<file path="src/rtl/i2c_es_pkg.sv">
package i2c_es_pkg;

  typedef enum logic [2:0] {
    ST_IDLE       = 3'd0,
    ST_ARM        = 3'd1,
    ST_HOLD_START = 3'd2,
    ST_DATA       = 3'd3,
    ST_HOLD_BYTE  = 3'd4,
    ST_ACK        = 3'd5,
    ST_HOLD_ACK   = 3'd6
  } es_state_t;

  // counter value that overflows after 'edges' further edges
  function automatic logic [7:0] edge_preload(input int unsigned cnt_w,
                                              input int unsigned edges);
    int unsigned span;
    span = (1 << cnt_w) - edges;
    return 8'(span);
  endfunction

  // counter at its last value before wrap
  function automatic logic at_wrap(input logic [7:0] cnt, input int unsigned cnt_w);
    return cnt == 8'((1 << cnt_w) - 1);
  endfunction

  function automatic logic holds_clock(input es_state_t st);
    return (st == ST_HOLD_START) || (st == ST_HOLD_BYTE) || (st == ST_HOLD_ACK);
  endfunction

endpackage

</file>
<file path="src/rtl/i2c_es_sync.sv">
module i2c_es_sync #(
  parameter int LINES  = 2,
  parameter int STAGES = 2
) (
  input  logic             clk,
  input  logic             rst_n,
  input  logic [LINES-1:0] raw_i,
  output logic [LINES-1:0] sync_o
);

  for (genvar g = 0; g < LINES; g++) begin : g_line
    logic [STAGES-1:0] chain;
    always_ff @(posedge clk or negedge rst_n) begin
      if (!rst_n) chain <= '1;
      else        chain <= {chain[STAGES-2:0], raw_i[g]};
    end
    assign sync_o[g] = chain[STAGES-1];
  end

endmodule

</file>
<file path="src/rtl/i2c_es_events.sv">
module i2c_es_events (
  input  logic clk,
  input  logic rst_n,
  input  logic scl_s,
  input  logic sda_s,
  output logic scl_rise,
  output logic scl_fall,
  output logic start_ev,
  output logic stop_ev
);

  logic scl_p, sda_p;

  always_ff @(posedge clk or negedge rst_n) begin
    if (!rst_n) begin
      scl_p <= 1'b1;
      sda_p <= 1'b1;
    end else begin
      scl_p <= scl_s;
      sda_p <= sda_s;
    end
  end

  logic scl_steady_hi;
  assign scl_steady_hi = scl_p & scl_s;
  assign scl_rise = ~scl_p & scl_s;
  assign scl_fall = scl_p & ~scl_s;
  assign start_ev = scl_steady_hi & sda_p & ~sda_s;
  assign stop_ev  = scl_steady_hi & ~sda_p & sda_s;

endmodule

</file>
<file path="src/rtl/i2c_es_ctrl.sv">
module i2c_es_ctrl
  import i2c_es_pkg::*;
#(
  parameter int CNT_W      = 4,
  parameter int BYTE_W     = 8,
  parameter int ACK_EDGES  = 2,
  parameter int WAIT_LIMIT = 1000
) (
  input  logic              clk,
  input  logic              rst_n,
  input  logic              scl_s,
  input  logic              sda_s,
  input  logic              scl_rise,
  input  logic              scl_fall,
  input  logic              start_ev,
  input  logic              stop_ev,
  input  logic [BYTE_W-1:0] tx_byte_i,
  input  logic              release_i,
  output es_state_t         state_o,
  output logic [BYTE_W-1:0] rx_byte_o,
  output logic              tx_bit_o,
  output logic              ack_bit_o
);

  localparam int WD_W = $clog2(WAIT_LIMIT + 1);
  localparam logic [CNT_W-1:0] ACK_LOAD = CNT_W'(edge_preload(CNT_W, ACK_EDGES));

  es_state_t         state;
  logic [CNT_W-1:0]  cnt;
  logic [WD_W-1:0]   wd;
  logic [BYTE_W-1:0] rx_sh, tx_sh;
  logic              ack_q;

  logic scl_edge, both_low, wd_expired, cnt_last;
  assign scl_edge   = scl_rise | scl_fall;
  assign both_low   = ~scl_s & ~sda_s;
  assign wd_expired = (wd == WD_W'(WAIT_LIMIT - 1));
  assign cnt_last   = at_wrap(8'(cnt), CNT_W);

  always_ff @(posedge clk or negedge rst_n) begin
    if (!rst_n) begin
      state <= ST_IDLE;
      cnt   <= '0;
      wd    <= '0;
      rx_sh <= '0;
      tx_sh <= '1;
      ack_q <= 1'b1;
    end else if (start_ev) begin
      state <= ST_ARM;
      wd    <= '0;
      cnt   <= '0;
    end else if (stop_ev) begin
      state <= ST_IDLE;
      cnt   <= '0;
      tx_sh <= '1;
    end else begin
      case (state)
        ST_ARM: begin
          if (both_low)        state <= ST_HOLD_START;
          else if (wd_expired) state <= ST_IDLE;
          else                 wd    <= wd + 1'b1;
        end
        ST_HOLD_START: begin
          if (release_i) begin
            state <= ST_DATA;
            cnt   <= '0;
            tx_sh <= tx_byte_i;
          end
        end
        ST_DATA: begin
          if (scl_edge) begin
            cnt <= cnt + 1'b1;
            if (cnt_last) state <= ST_HOLD_BYTE;
          end
          if (scl_rise) rx_sh <= {rx_sh[BYTE_W-2:0], sda_s};
          if (scl_fall) tx_sh <= {tx_sh[BYTE_W-2:0], 1'b1};
        end
        ST_HOLD_BYTE: begin
          if (release_i) begin
            state <= ST_ACK;
            cnt   <= ACK_LOAD;
          end
        end
        ST_ACK: begin
          if (scl_edge) begin
            cnt <= cnt + 1'b1;
            if (cnt_last) state <= ST_HOLD_ACK;
          end
          if (scl_rise) ack_q <= sda_s;
        end
        ST_HOLD_ACK: begin
          if (release_i) begin
            state <= ST_DATA;
            cnt   <= '0;
            tx_sh <= tx_byte_i;
          end
        end
        default: state <= ST_IDLE;
      endcase
    end
  end

  assign state_o   = state;
  assign rx_byte_o = rx_sh;
  assign tx_bit_o  = tx_sh[BYTE_W-1];
  assign ack_bit_o = ack_q;

endmodule

</file>
<file path="src/rtl/i2c_edge_shifter.sv">
module i2c_edge_shifter
  import i2c_es_pkg::*;
#(
  parameter int EDGE_CNT_W = 4,
  parameter int ACK_EDGES  = 2,
  parameter int SYNC_STAGES = 2,
  parameter int WAIT_LIMIT = 1000,
  localparam int BYTE_W    = 1 << (EDGE_CNT_W - 1)
) (
  input  logic              clk,
  input  logic              rst_n,
  input  logic              scl_i,
  input  logic              sda_i,
  output logic              scl_low_o,
  output logic              sda_low_o,
  input  logic              tx_mode_i,
  input  logic [BYTE_W-1:0] tx_byte_i,
  input  logic              ack_i,
  input  logic              release_i,
  output logic              start_seen_o,
  output logic              byte_rdy_o,
  output logic              ack_done_o,
  output logic [BYTE_W-1:0] rx_byte_o,
  output logic              ack_bit_o
);

  logic [1:0] line_s;
  logic       scl_s, sda_s;
  logic       scl_rise, scl_fall, start_ev, stop_ev;
  es_state_t  state;
  logic       tx_bit;

  i2c_es_sync #(.LINES(2), .STAGES(SYNC_STAGES)) u_sync (
    .clk(clk), .rst_n(rst_n), .raw_i({sda_i, scl_i}), .sync_o(line_s)
  );
  assign scl_s = line_s[0];
  assign sda_s = line_s[1];

  i2c_es_events u_events (
    .clk(clk), .rst_n(rst_n), .scl_s(scl_s), .sda_s(sda_s),
    .scl_rise(scl_rise), .scl_fall(scl_fall),
    .start_ev(start_ev), .stop_ev(stop_ev)
  );

  i2c_es_ctrl #(
    .CNT_W(EDGE_CNT_W), .BYTE_W(BYTE_W),
    .ACK_EDGES(ACK_EDGES), .WAIT_LIMIT(WAIT_LIMIT)
  ) u_ctrl (
    .clk(clk), .rst_n(rst_n), .scl_s(scl_s), .sda_s(sda_s),
    .scl_rise(scl_rise), .scl_fall(scl_fall),
    .start_ev(start_ev), .stop_ev(stop_ev),
    .tx_byte_i(tx_byte_i), .release_i(release_i),
    .state_o(state), .rx_byte_o(rx_byte_o),
    .tx_bit_o(tx_bit), .ack_bit_o(ack_bit_o)
  );

  assign scl_low_o    = holds_clock(state);
  assign sda_low_o    = ((state == ST_DATA) & tx_mode_i & ~tx_bit) |
                        ((state == ST_ACK) & ~tx_mode_i & ack_i);
  assign start_seen_o = (state == ST_HOLD_START);
  assign byte_rdy_o   = (state == ST_HOLD_BYTE);
  assign ack_done_o   = (state == ST_HOLD_ACK);

endmodule

</file>
<file path="config.mk">
export PLATFORM = sky130hd
export DESIGN_NAME = i2c_edge_shifter
export DESIGN_NICKNAME = d
export VERILOG_FILES = /design/src/rtl/i2c_es_pkg.sv /design/src/rtl/i2c_es_sync.sv /design/src/rtl/i2c_es_events.sv /design/src/rtl/i2c_es_ctrl.sv /design/src/rtl/i2c_edge_shifter.sv
export SDC_FILE = /design/constraint.sdc
export NUM_CORES = 1
export LEC_CHECK = 0
export ABC_AREA = 1
export ABC_CLOCK_PERIOD_IN_PS = 1720
export BUFFER_PORTS_ARGS = -buffer_cell sky130_fd_sc_hd__buf_2
export CAP_MARGIN = 40
export CELL_PAD_IN_SITES_DETAIL_PLACEMENT = 2
export CELL_PAD_IN_SITES_GLOBAL_PLACEMENT = 2
export CORE_AREA = 3 3 88 90
export DETAILED_ROUTE_END_ITERATION = 6
export DIE_AREA = 0 0 91 93
export PLACE_DENSITY_LB_ADDON = 0.1
export SYNTH_ARGS = -nofsm -noshare
export SYNTH_HDL_FRONTEND = slang
export SYNTH_SLANG_ARGS = --single-unit
</file>
<file path="constraint.sdc">
create_clock -name clk -period 1.72 [get_ports clk]
set_input_delay 0.344 -clock clk [delete_from_list [all_inputs] [get_ports clk]]
set_output_delay 0.344 -clock clk [all_outputs]
set_load 0.02 [all_outputs]
</file>
==> metrics.yaml <==
antenna_cells: 0
syn_area_um2: 2278
synth.most_common_cell: "nand2_1"
gr-usage-met2_pct: 28.45
ys_top_cells_by_count: "nand2_1, nand3_1, inv_1, nor2_1, dfrtp_1"
pwr-share-seq_pct: 36.9
start_kind: "flop"
async_flop_share_pct: 100.0
tritoncts: "built"
antenna_found_initial: 0
rrSetupSlack_ps: 80
clock_latency_ps: 310
synthTopCellsByArea: "dfrtp_1, nand2_1, dfstp_2, nand3_1, inv_1"
gr-usage-met1_pct: 20.56
synth_edf_count: 0
finalNonFillerCells: 450
critPathArrivalTime_ps: 1390
cts.clk_slew.worst_paths_ps: 90
hold_start: "scl_i"
grt_max_degree: 25
dp.cells: 430
failed_checks: "negative setup slack"
ys_ff_latch: 40
final-seq-area_um2: 1023
ir_drop_mv: 0.6341
swShare_pct: 42.25
r2r_start: "u_events.scl_p$_DFF_PN1_"
worstSetupPathType: "flop to output port"
nNetsFinal: 370
p_per_area_nw_per_um2: 1467
die_area_um2: 8463
cts_buffers: 5
clockRootBuffer: "clkbuf_8"
busiest_layer: "met2"
core.rowCount: 31
drt_first_pass_iters: 4
cts_max_path_buffers: 2
hold_path_class: "primary input to flop"
critPathMaxFanout: 4
grt_pass1_wl_mm: 11.13
p_int_mw: 2.448
port_buffers: 28
yosysSeqAreaShare_pct: 44.76
final_layout_size_suffix_gt1_share_pct: 33.90
grt_pass1_vias: 2251
critPathRequiredTime_ps: 1380
finalCritPeriodShare_pct: 101.0
grt_setup_unrepaired: "yes"
comb_power_share_pct: 43.5
dp_hpwl_mm: 4.744
grt-ovfl-total: 0
fillCellCount: 863
cap_violations: 0
gp_congestion: 0.7791
htreeDepth: 2
grt.total_usage_pct: 16.40
avgSynthCellArea_um2: 7.671
drt_wl_total_mm: 6.717
drtAntennaViolNets: 0
p_total_mw: 4.239
r2r_cells: 7
power.share.clock_pct: 19.6
netSwitchingPower_mw: 1.791
cp-end-kind: "output port"
io_pins: 29
synthFlopType: "dfrtp_1"
slew_headroom_pct: 69.88
grt_util_met3_pct: 2.574
status: "finished, violations left"
wl_per_cell_um: 14.93
ys.warnings.count: 0
netlist-cell-type-count: 33
multiInputGateArea_um2: 1142
cts.sinks: 40
hold_path_end: "u_sync.g_line[0].chain[0]$_DFF_PN1_"
fmax_mhz: 575.9
worstReg2RegEnd: "u_ctrl.rx_byte_o[2]$_DFFE_PN0P_"
area_growth_pct: 26.80
synth_cells: 297
initialDrtViolationCount: 34
drv_slew: 0
start_util_pct: 31.92
core-area_um2: 7137
yosysTopAreaCell: "dfrtp_1"
skew_ps: 12.04
die_y_um: 93
synthesis.nets: 317
leakagePower_nw: 1.473
num_vias: 2118
setup_viol: 1
drc: 0
vias_per_cell: 4.707
fin_crit_ps: 1736
finalHoldViolations: 0
min_path_cells: 1
postLayoutSetupSlackWorst_ps: -16.37
worst_slew_pin_slew_ps: 451.7
die_width_um: 91
synth_top_area_share_pct: 27.46
==> per-stage QoR <==
step                      utilization (%)  setup TNS [ps]  instance area [um^2]  hold WS (ps)  setup WS, ps
final                               40.48          -16.37                  2889         135.9        -16.37
after global routing                40.48          -305.9                  2889         118.2        -78.79
after CTS                           38.83          -73.89                  2771         121.0        -40.50
after detailed placement            36.47               0                  2603         317.8         58.19
after global placement              36.47               0                  2603         311.7         73.99
after floorplan                         -               0                  2278         48.41         141.0
==> flip-flops by register name, summed over array words and instances, names as in the netlist <==
register / flops
u_ctrl.ack_bit_o: 1
u_ctrl.cnt: 4
u_ctrl.rx_byte_o: 8
u_ctrl.state_o: 3
u_ctrl.tx_sh: 8
u_ctrl.wd: 10
u_events.scl_p: 1
u_events.sda_p: 1
u_sync.g_line.chain: 4
==> cell type report <==
type	count	area share, %
inverter	33	4.461
tap	99	4.288
timing repair buffer	52	12.30
sequential	40	35.43
clock buffer	5	2.382
multi-input combinational	218	39.54
clock inverter	3	1.602
==> timing repair <==
action | 4_1_cts | 5_1_grt
hold buffers | 1 | 0
gates cloned | 0 | 0
resized for setup | 10 | 21
endpoints found under the setup margin | 4 | 35
pin swaps | 0 | 6
buffers inserted | 3 | 8
hold endpoints to repair | 9 | 0
==> cells by family (layout without fill, tap and decap cells) <==
family,count (synthesis),count (layout),share of synthesized area [%]
AOI/OAI and AO/OA,19,19,5.327
xor gates and xnor gates,3,3,1.153
adders and majority gates,5,5,2.746
buffers and inverters,39,93,7.303
DFF,40,40,44.76
and+or+nand+nor,191,191,38.71
==> worst max path at each step <==
stage / startpoint / end / slack [ps] / cells after the start
final: u_ctrl.state_o[1]$_DFFE_PN0P_ / sda_low_o / -20 / 6
after global routing: u_ctrl.state_o[1]$_DFFE_PN0P_ / sda_low_o / -80 / 6
after CTS: u_ctrl.state_o[2]$_DFFE_PN0P_ / scl_low_o / -40 / 4
after detailed placement: u_events.scl_p$_DFF_PN1_ / u_ctrl.cnt[1]$_DFFE_PN0P_ / 60 / 8
after global placement: u_events.scl_p$_DFF_PN1_ / u_ctrl.cnt[3]$_DFFE_PN0P_ / 70 / 8
after floorplan: u_sync.g_line[0].chain[1]$_DFF_PN1_ / u_ctrl.wd[0]$_DFFE_PN0P_ / 140 / 7
==> worst max-delay path, cell delays in order (launching register included) <==
cell,delay [ps]
dfrtp_2,460
inv_2,110
nand3_4,90
inv_4,80
nand2_2,50
o22ai_1,140
buf_4,170
==> power groups by stage <==
stage	Combinational, mW	Clock, mW	Sequential, mW
global route	2.10	0.890	1.61
global placement	1.56	0	1.56
floorplan	1.05	0	1.58
CTS	1.70	0.857	1.56
detailed placement	1.61	0	1.57
finish	1.85	0.830	1.56
==> layout by cell type (no fill, tap or decap), types with 3 or more instances in the layout <==
| master | instances |
|---|---|
| nand2_1 | 99 |
| nand3_1 | 36 |
| buf_2 | 26 |
| nor2_1 | 25 |
| inv_1 | 22 |
| dfrtp_1 | 22 |
| buf_4 | 20 |
| dfstp_2 | 15 |
| inv_2 | 9 |
| nand2_2 | 9 |
| o21ai_1 | 6 |
| nand2_4 | 5 |
| clkbuf_8 | 5 |
| a21oi_2 | 4 |
| nand4_1 | 4 |
| ha_1 | 4 |
| buf_6 | 4 |
| nand3_4 | 3 |
| o21ai_0 | 3 |
| dfrtp_2 | 3 |
==> layer usage <==
metal,vias to the layer above,routed length [um],part of all wire (%)
li1,1042,-,-
met1,1047,3088,46
met2,20,3386,50
met3,9,127,1.9
met4,0,114,1.7
met5,-,0,0
No activity file was read; power rests on OpenSTA's default activity.
